$ cat src/rtl/ser_tx_pkg.sv
package ser_tx_pkg;

    typedef enum logic [2:0] {
        ST_IDLE,
        ST_LEAD,
        ST_HIGH,
        ST_LOW,
        ST_TAIL,
        ST_FINAL
    } tx_state_e;

    typedef enum logic {
        FMT_SPI   = 1'b0,
        FMT_MWIRE = 1'b1
    } fmt_e;

endpackage

$ cat src/rtl/phase_timer.sv
module phase_timer #(
    parameter int HALF = 2
) (
    input  logic clk,
    input  logic rst_n,
    input  logic run,
    output logic tick
);
    localparam int CW = (HALF > 1) ? $clog2(HALF) : 1;

    logic [CW-1:0] cnt;

    assign tick = run && (cnt == CW'(HALF - 1));

    always_ff @(posedge clk or negedge rst_n) begin
        if (!rst_n) begin
            cnt <= '0;
        end else if (!run || tick) begin
            cnt <= '0;
        end else begin
            cnt <= cnt + 1'b1;
        end
    end
endmodule

$ cat src/rtl/tx_shifter.sv
module tx_shifter #(
    parameter int MAXW = 32,
    localparam int LW = $clog2(MAXW)
) (
    input  logic            clk,
    input  logic            rst_n,
    input  logic            load,
    input  logic            shift,
    input  logic [MAXW-1:0] data,
    input  logic [LW-1:0]   len_m1,
    output logic            msb
);
    logic [MAXW-1:0] sh;

    // left-align the active bits so the MSB of the frame sits at the top
    always_ff @(posedge clk or negedge rst_n) begin
        if (!rst_n) begin
            sh <= '0;
        end else if (load) begin
            sh <= data << (LW'(MAXW - 1) - len_m1);
        end else if (shift) begin
            sh <= {sh[MAXW-2:0], 1'b0};
        end
    end

    assign msb = sh[MAXW-1];
endmodule

$ cat src/rtl/tx_pin_mux.sv
module tx_pin_mux
    import ser_tx_pkg::*;
(
    input  tx_state_e state,
    input  fmt_e      fmt_q,
    input  logic      tri_q,
    input  logic      eod_q,
    input  logic      last,
    input  logic      msb,
    output logic      sclk,
    output logic      frm,
    output logic      sdo,
    output logic      sdo_oe
);
    logic active;

    always_comb begin
        active = (state != ST_IDLE);
        sclk   = (state == ST_HIGH);
        frm    = (fmt_q == FMT_SPI) ? !active : active;

        unique case (state)
            ST_LEAD, ST_HIGH, ST_LOW: sdo = msb;
            ST_TAIL:                  sdo = eod_q;
            default:                  sdo = 1'b0;
        endcase

        if (!tri_q) begin
            sdo_oe = 1'b1;
        end else if (fmt_q == FMT_SPI) begin
            sdo_oe = active;
        end else begin
            // release on the rising edge that samples the LSB
            sdo_oe = (state == ST_LEAD) || (state == ST_LOW) ||
                     ((state == ST_HIGH) && !last);
        end
    end
endmodule

$ cat src/rtl/ser_tx.sv
module ser_tx
    import ser_tx_pkg::*;
#(
    parameter int MAXW = 32,
    parameter int HALF = 2,
    localparam int LW = $clog2(MAXW)
) (
    input  logic            clk,
    input  logic            rst_n,
    input  logic            start,
    input  logic [MAXW-1:0] tx_data,
    input  logic [LW-1:0]   len_m1,
    input  logic            fmt,
    input  logic            tri_en,
    input  logic            eod_val,
    output logic            sclk,
    output logic            frm,
    output logic            sdo,
    output logic            sdo_oe,
    output logic            busy
);
    localparam logic [LW-1:0] MIN_M1 = LW'(3);

    tx_state_e     state, nxt;
    fmt_e          fmt_q;
    logic          tri_q, eod_q;
    logic [LW-1:0] bits_left;
    logic [LW-1:0] len_eff;
    logic          tick, load, shift, last, msb;

    assign len_eff = (len_m1 < MIN_M1) ? MIN_M1 : len_m1;
    assign load    = (state == ST_IDLE) && start;
    assign last    = (bits_left == '0);
    assign shift   = (state == ST_HIGH) && tick && !last;
    assign busy    = (state != ST_IDLE);

    phase_timer #(.HALF(HALF)) u_timer (
        .clk   (clk),
        .rst_n (rst_n),
        .run   (busy),
        .tick  (tick)
    );

    tx_shifter #(.MAXW(MAXW)) u_shift (
        .clk    (clk),
        .rst_n  (rst_n),
        .load   (load),
        .shift  (shift),
        .data   (tx_data),
        .len_m1 (len_eff),
        .msb    (msb)
    );

    tx_pin_mux u_mux (
        .state  (state),
        .fmt_q  (fmt_q),
        .tri_q  (tri_q),
        .eod_q  (eod_q),
        .last   (last),
        .msb    (msb),
        .sclk   (sclk),
        .frm    (frm),
        .sdo    (sdo),
        .sdo_oe (sdo_oe)
    );

    // state register
    always_ff @(posedge clk or negedge rst_n) begin
        if (!rst_n) begin
            state <= ST_IDLE;
        end else begin
            state <= nxt;
        end
    end

    // next-state decode
    always_comb begin
        nxt = state;
        unique case (state)
            ST_IDLE:  if (start) nxt = ST_LEAD;
            ST_LEAD:  if (tick)  nxt = ST_HIGH;
            ST_HIGH:  if (tick) begin
                          if (!last)                nxt = ST_LOW;
                          else if (fmt_q == FMT_SPI) nxt = ST_TAIL;
                          else                      nxt = ST_FINAL;
                      end
            ST_LOW:   if (tick)  nxt = ST_HIGH;
            ST_TAIL:  if (tick)  nxt = ST_IDLE;
            ST_FINAL: if (tick)  nxt = ST_IDLE;
            default:  nxt = ST_IDLE;
        endcase
    end

    // configuration capture and bit count
    always_ff @(posedge clk or negedge rst_n) begin
        if (!rst_n) begin
            fmt_q     <= FMT_SPI;
            tri_q     <= 1'b0;
            eod_q     <= 1'b0;
            bits_left <= '0;
        end else if (load) begin
            fmt_q     <= fmt_e'(fmt);
            tri_q     <= tri_en;
            eod_q     <= eod_val;
            bits_left <= len_eff;
        end else if (shift) begin
            bits_left <= bits_left - 1'b1;
        end
    end
endmodule

$ cat config.mk
export PLATFORM = sky130hd
export DESIGN_NAME = ser_tx
export DESIGN_NICKNAME = d
export VERILOG_FILES = /design/src/rtl/ser_tx_pkg.sv /design/src/rtl/phase_timer.sv /design/src/rtl/tx_shifter.sv /design/src/rtl/tx_pin_mux.sv /design/src/rtl/ser_tx.sv
export SDC_FILE = /design/constraint.sdc
export NUM_CORES = 1
export LEC_CHECK = 0
export CORE_MARGIN = 2
export CORE_UTILIZATION = 30
export DETAILED_ROUTE_END_ITERATION = 16
export DONT_BUFFER_PORTS = 1
export GPL_ROUTABILITY_DRIVEN = 0
export SETUP_SLACK_MARGIN = 0.2
export SYNTH_ARGS = -nofsm -noshare
export SYNTH_HDL_FRONTEND = slang
export SYNTH_SLANG_ARGS = --single-unit
export TNS_END_PERCENT = 10
$ cat constraint.sdc
create_clock -name clk -period 3.54 [get_ports clk]
set_clock_uncertainty 0.05 [all_clocks]
set_input_delay 0.354 -clock clk [delete_from_list [all_inputs] [get_ports clk]]
set_output_delay 0.354 -clock clk [all_outputs]
set_load 0.03 [all_outputs]
Word-level counts from Yosys, hierarchy flattened

Index checks and enable logic that the tools add are counted.
W data, S select, Z words.

Bits in registers: 44

$add $sub $neg: 3
Magnitude comparators: 1
Equal/unequal tests: 9
Shifts and indexed selects: 1
Mux-type cells: 17
Reduce and logical (&&, ||, !) cells: 18

Operators with widths:

| operator              | number |
|---|---|
| $mux W32              | 2 |
| $shl A32 B5 Y32       | 1 |
| $mux W3               | 5 |
| $mux W5               | 3 |
| $pmux W3 S4           | 1 |
| $eq A3 B2 Y1 const B  | 2 |
| $eq A3 B3 Y1 const B  | 2 |
| $ne A2 B1 Y1 const B  | 3 |
| $logic_and A1 B1 Y1   | 5 |
| $logic_not A5 Y1      | 1 |
| $lt A5 B2 Y1 const B  | 1 |
| $mux W1               | 5 |
| $sub A5 B1 Y5 const B | 1 |
| $sub A5 B5 Y5 const A | 1 |
| $reduce_and A4 Y1     | 1 |
| $reduce_or A2 Y1      | 2 |
| $eq A3 B1 Y1 const B  | 1 |
| $logic_not A3 Y1      | 1 |
| $logic_or A1 B1 Y1    | 3 |
| $reduce_bool A3 Y1    | 1 |
| $reduce_or A3 Y1      | 1 |
| $logic_not A1 Y1      | 2 |
| $ne A2 B2 Y1 const B  | 1 |
| $pmux W1 S2           | 1 |
| 2 further kinds       | 2 |

Depth between registers and ports, before layout

Depth after elaboration: 6
Mapped depth: 10
Depth with buffers taken out: 8

Cells and area by module

From an unflattened synthesis, not the netlist that was laid out.

Cells, all modules: 416
Area total of the unflattened synthesis: 3982.6 sq um

By module, submodules not included:

| module      | instances | cells an instance | area each (sq um) | sequential area each (sq um) |
|---|---|---|---|---|
| tx_shifter  | 1         | 331               | 3185.6            | 800.8 |
| ser_tx      | 1         | 73                | 688.2             | 275.3 |
| tx_pin_mux  | 1         | 9                 | 67.6              | 0.0 |
| phase_timer | 1         | 3                 | 41.3              | 25.0 |

Worst setup path before layout

Ideal clock, no wire load.

Path type: register -> register
Start point: register state[1]
End point: register u_shift.sh[24]
Library setup time: 0.082 ns
Arrival: 2.131 ns
Required time: 3.408 ns
Path slack: 1.277 ns
Cell stages (with the launch flop): 8
Path buffers: 2
Cell sequence: dfrtp_1 -> buf_2 -> nor3b_2 -> nand3_1 -> nand2_1 -> clkbuf_1 -> nor2_1 -> a31oi_1

Elaborated cells on any way between the ends: 9

RTL lines:

| item                                | RTL line         | text |
|---|---|---|
| start, declared                     | ser_tx.sv:24     | `tx_state_e state, nxt;` |
| start signal, assigned              | ser_tx.sv:72     | `state <= nxt;` |
| $eq A3 B2 Y1                        | -                |  |
| via sclk                            | ser_tx.sv:16     | `output logic sclk,` |
| $logic_and A1 B1 Y1 (2 in a row)    | ser_tx.sv:34     | `assign shift = (state == ST_HIGH) && tick && !last;` |
| $reduce_bool A2 Y1 (no source line) | -                |  |
| end signal, assigned                | tx_shifter.sv:20 | `sh <= data << (LW'(MAXW - 1) - len_m1);` |
| end signal, assigned                | tx_shifter.sv:22 | `sh <= {sh[MAXW-2:0], 1'b0};` |
| end, declared                       | tx_shifter.sv:13 | `logic [MAXW-1:0] sh;` |

The timed path passes the listed nets, and every way through them passes these cells.
A chain may end at the register's enable or synchronous reset.

Worst setup path in the final report

Start point: input len_m1[4]
End point: register u_shift.sh[31]

Cells in the longest elaborated chain, start to end: 5

RTL lines:

| item              | RTL line         | text |
|---|---|---|
| start, declared   | ser_tx.sv:12     | `input logic [LW-1:0] len_m1,` |
| $lt A5 B2 Y1      | ser_tx.sv:31     | `assign len_eff = (len_m1 < MIN_M1) ? MIN_M1 : len_m1;` |
| $mux W5 *         | ser_tx.sv:31     |  |
| $sub A5 B5 Y5 *   | tx_shifter.sv:20 |  |
| $shl A32 B5 Y32 * | tx_shifter.sv:20 |  |
| $mux W32 *        | tx_shifter.sv:19 | `end else if (load) begin` |

Every way passes the cells marked *; elsewhere a longest branch is shown, timed or not.

==> results by group <==
CTS
  • Worst-Skew Late Latency: 290 ps
  • Clock sink count: 44
  • CTS root buf: clkbuf_16
  • Setup Fix Bufs, Post-CTS: 0
  • CTS tree: built
  • Clock Path Buffers: 2
  • CTS H-tree lvls: 2
  • Clock-pin slew on the worst setup and hold paths: 60 ps
  • Number of CTS-inserted buffers: 5

Logic synthesis
  • Synth Instances: 540
  • Cell Area, Synth: 4193 um2
  • Synth Area per Inst: 7.764 um2
  • Ys flop type: dfrtp_1
  • Post-synth net total: 585
  • Post-synthesis sequential area ratio: 0.2626
  • Yosys reg bits: 44
  • EDFF count, synth: 0
  • Yosys cell types: 74
  • Asr flop ratio synth: 1.000
  • Synth warn: 0

STA
  • Relative slew margins: 0.3521
  • RSZ-0062 raised after global routing: no
  • PnR worst setup slack: 688.6 ps
  • Setup violations, final: 0
  • Crit share post-route: 0.8055
  • Final Critical Period: 2851 ps
  • TNS Setup: 0 ps
  • Max Slew Vio Count: 0
  • Fin. Hold Viols: 0
  • Max Clock Freq: 350.7 MHz
  • Slew @ Worst Pin: 961.7 ps

Cells and area
  • Layout cell share with drive strength beyond 1: 0.08268
  • Fin area: 4469 um2
  • Area growth from synthesis to layout: 6.595%
  • Nets@finish: 553
  • Fillers: 1479
  • N_diodes: 0
  • Fin cells: 688

Floorplan
  • Initial Utilization: 0.3044
  • Die Y: 122.2 um
  • Row Count: 43
  • Full die area: 14940 um2
  • IO Pins: 48
  • Die width: 122.2 um
  • Core area: 13770 um2

Job
  • Max-Cap Viols: 0

Detailed routing
  • Vias/cell: 6.455
  • Routed WL per cell: 20.95 um
  • DRT Pass-1 Iters: 6
  • DR vias: 4441
  • Detail Route Antenna Nets: 0
  • Drt drc: 0
  • Initial detailed-routing violation count: 716
  • Routed WL: 14410 um

Placement
  • Post-DP HPWL: 10400 um
  • Port Buffers: 0
  • Placed Instances: 679
  • Pre-CTS WS: 501.7 ps
  • Placed instance area: 4247 um2

Worst setup path
  • Worst path required time: 3680 ps
  • Top delay family on crit path: compound AO/OA/AOI/OAI gates
  • Crit Path Category: in -> reg
  • CP max stage delay: 650 ps
  • CP Cell Sequence: nor3_4, nor2_1, a211o_1, a21boi_0, mux2i_1, o221ai_1
  • CP arrival: 2990 ps
  • CP Max Fanout: 23
  • Slowest-stage cell, CP: nor3_4
  • Worst setup EP type: flop
  • Critical path buffers and inverters: 0
  • Setup crit start kind: input port

Power
  • Power per cell area: 626.9 nW/um2
  • Leakage power: 1.641 nW
  • Worst IR Drop VDD: 0.0002497 V
  • Power consumption: 2.802 mW

Global routing
  • Largest net degree at the start of global routing: 77
  • Vias in the first global route: 4148
  • Initial antenna violation count: 0
  • Gr usage total: 0.1962
  • First-pass GRT wire length: 23320 um
  • Grt total ovfl: 0

Hold path
  • Hold WC Path Type: in -> reg

Outcome
  • Status: complete, no violations
## stage by stage
step | hold slack (ps) | utilization
finish | 127.2 | 0.3245
global route | 142.3 | 0.3245
CTS | 124.3 | 0.3245
detailed placement | 10.62 | 0.3083
global placement | 9.944 | 0.3080
floorplan | 8.409 | -
## where the power goes
group | leakage [nW] | switching [mW] | internal [mW]
registers | 0.518 | 0.190 | 0.748
clock network | 0.0899 | 0.188 | 0.400
logic | 1.03 | 0.756 | 0.520
total | 1.64 | 1.13 | 1.67
## what timing repair did
item | in CTS | in global routing
hold buffers | 2 | 0
endpoints found under the hold margin | 44 | 0
gates resized for setup | 0 | 0
## area by class of cell
| cell class | count | area, um2 | share of cell area |
|---|---|---|---|
| Inverter | 7 | 26.28 | 0.005879 |
| Multi-Input combinational cell | 440 | 2836 | 0.6347 |
| Sequential cell | 44 | 1101 | 0.2464 |
| Timing Repair Buffer | 10 | 95.09 | 0.02128 |
| Tap cell | 180 | 225.2 | 0.05039 |
| Clock buffer | 5 | 125.1 | 0.02800 |
| Clock inverter | 2 | 60.06 | 0.01344 |
## layout by cell type (no fill, tap or decap), types with 5 or more instances in the layout
master and n:
mux2_2 6, a32oi_1 8, and3_1 7, o22ai_1 16, o211ai_1 10, mux2i_1 15, or3_1 7, a21o_1 6
o21ai_0 41, dfrtp_1 44, nor2b_1 17, a2111oi_0 11, o221ai_1 7, inv_1 6, a221oi_1 12, nand3_1 12
a31oi_1 5, nor2_1 58, clkbuf_16 5, nand2b_1 13, buf_4 7, a21oi_1 28, nor3_1 16, nand2_1 53
nor4_1 7
## state kept, by name (all words and copies together), names as in the netlist
| signal | flops |
|---|---|
| u_shift.sh | 32 |
| bits_left | 5 |
| state | 3 |
| eod_q | 1 |
| fmt_q | 1 |
| tri_q | 1 |
| u_timer.cnt | 1 |
## synthesized netlist by cell type, types with 3 or more instances
library cell  instances  area [um2]
and2_1                4       25.02
clkbuf_1             16       60.06
o22a_1                3       26.28
a21oi_1              28       140.1
nor2_1               58       217.7
nor3_1               16       80.08
a31oi_1               5       31.28
or3_1                 7       43.79
o211ai_1             10       75.07
nor3_2                4       40.04
a221o_1               3       30.03
buf_2                25       125.1
a22oi_1               4       30.03
a21o_1                6       45.04
nand2b_1             13       81.33
a32o_1                4       40.04
o221ai_1              7       61.31
mux2_2                6       67.56
o21ai_0              41       205.2
o2bb2ai_1             4       35.03
xnor2_1               3       26.28
o22ai_1              16       100.1
mux2i_1              15       150.1
mux4_2                4       90.09
a221oi_1             12       105.1
nand2_1              53       198.9
nor2b_1              17       106.4
a32oi_1               8       70.07
buf_1                 4       15.01
a211o_1               3       26.28
inv_1                 6       22.52
nand3_1              12       60.06
nor4_1                7       43.79
dfrtp_1              44        1101
a2111oi_0            11       96.34
and3_1                7       43.79
buf_6                 3       33.78
a211oi_1              4       30.03
## worst register-to-register path: stages, from the launching register on
cell,delay (ps)
dfrtp_1,510
nor3b_2,220
buf_4,210
and3_1,640
nor2_2,270
a221oi_1,300
nor2_1,100
a221o_1,270
## per-layer routing
layer | up-vias | wire length [um] | global-route usage
li1 | 1996 | - | -
met1 | 2109 | 6131 | 0.2799
met2 | 280 | 6271 | 0.2858
met3 | 56 | 1391 | 0.04182
met4 | 0 | 616 | 0.08190
met5 | - | 0 | 0
## kinds of logic (layout without fill, tap and decap cells)
family / after synthesis / count (layout) / synth area share
XOR/XNOR: 4 / 4 / 0.008357
adder cells (fa/ha/maj): 2 / 2 / 0.005967
AO/OA/AOI/OAI: 194 / 194 / 0.3271
buffers and inverters: 56 / 24 / 0.06386
flip-flops: 44 / 44 / 0.2626
AND/OR/NAND/NOR: 215 / 215 / 0.2587
multiplexers: 25 / 25 / 0.07341
## worst paths after layout
check,end,slack [ps],from,cells past startpoint
max,u_shift.sh[31],690,len_m1[4],6
min,eod_q,130,eod_val,2
min in group asynchronous,bits_left[0],540,rst_n,2
min reg2reg,eod_q,430,eod_q,2
max in group asynchronous,u_shift.sh[5],2700,rst_n,2
max reg2reg,u_shift.sh[17],860,state[1],7
(Power assumes the default switching activity.)
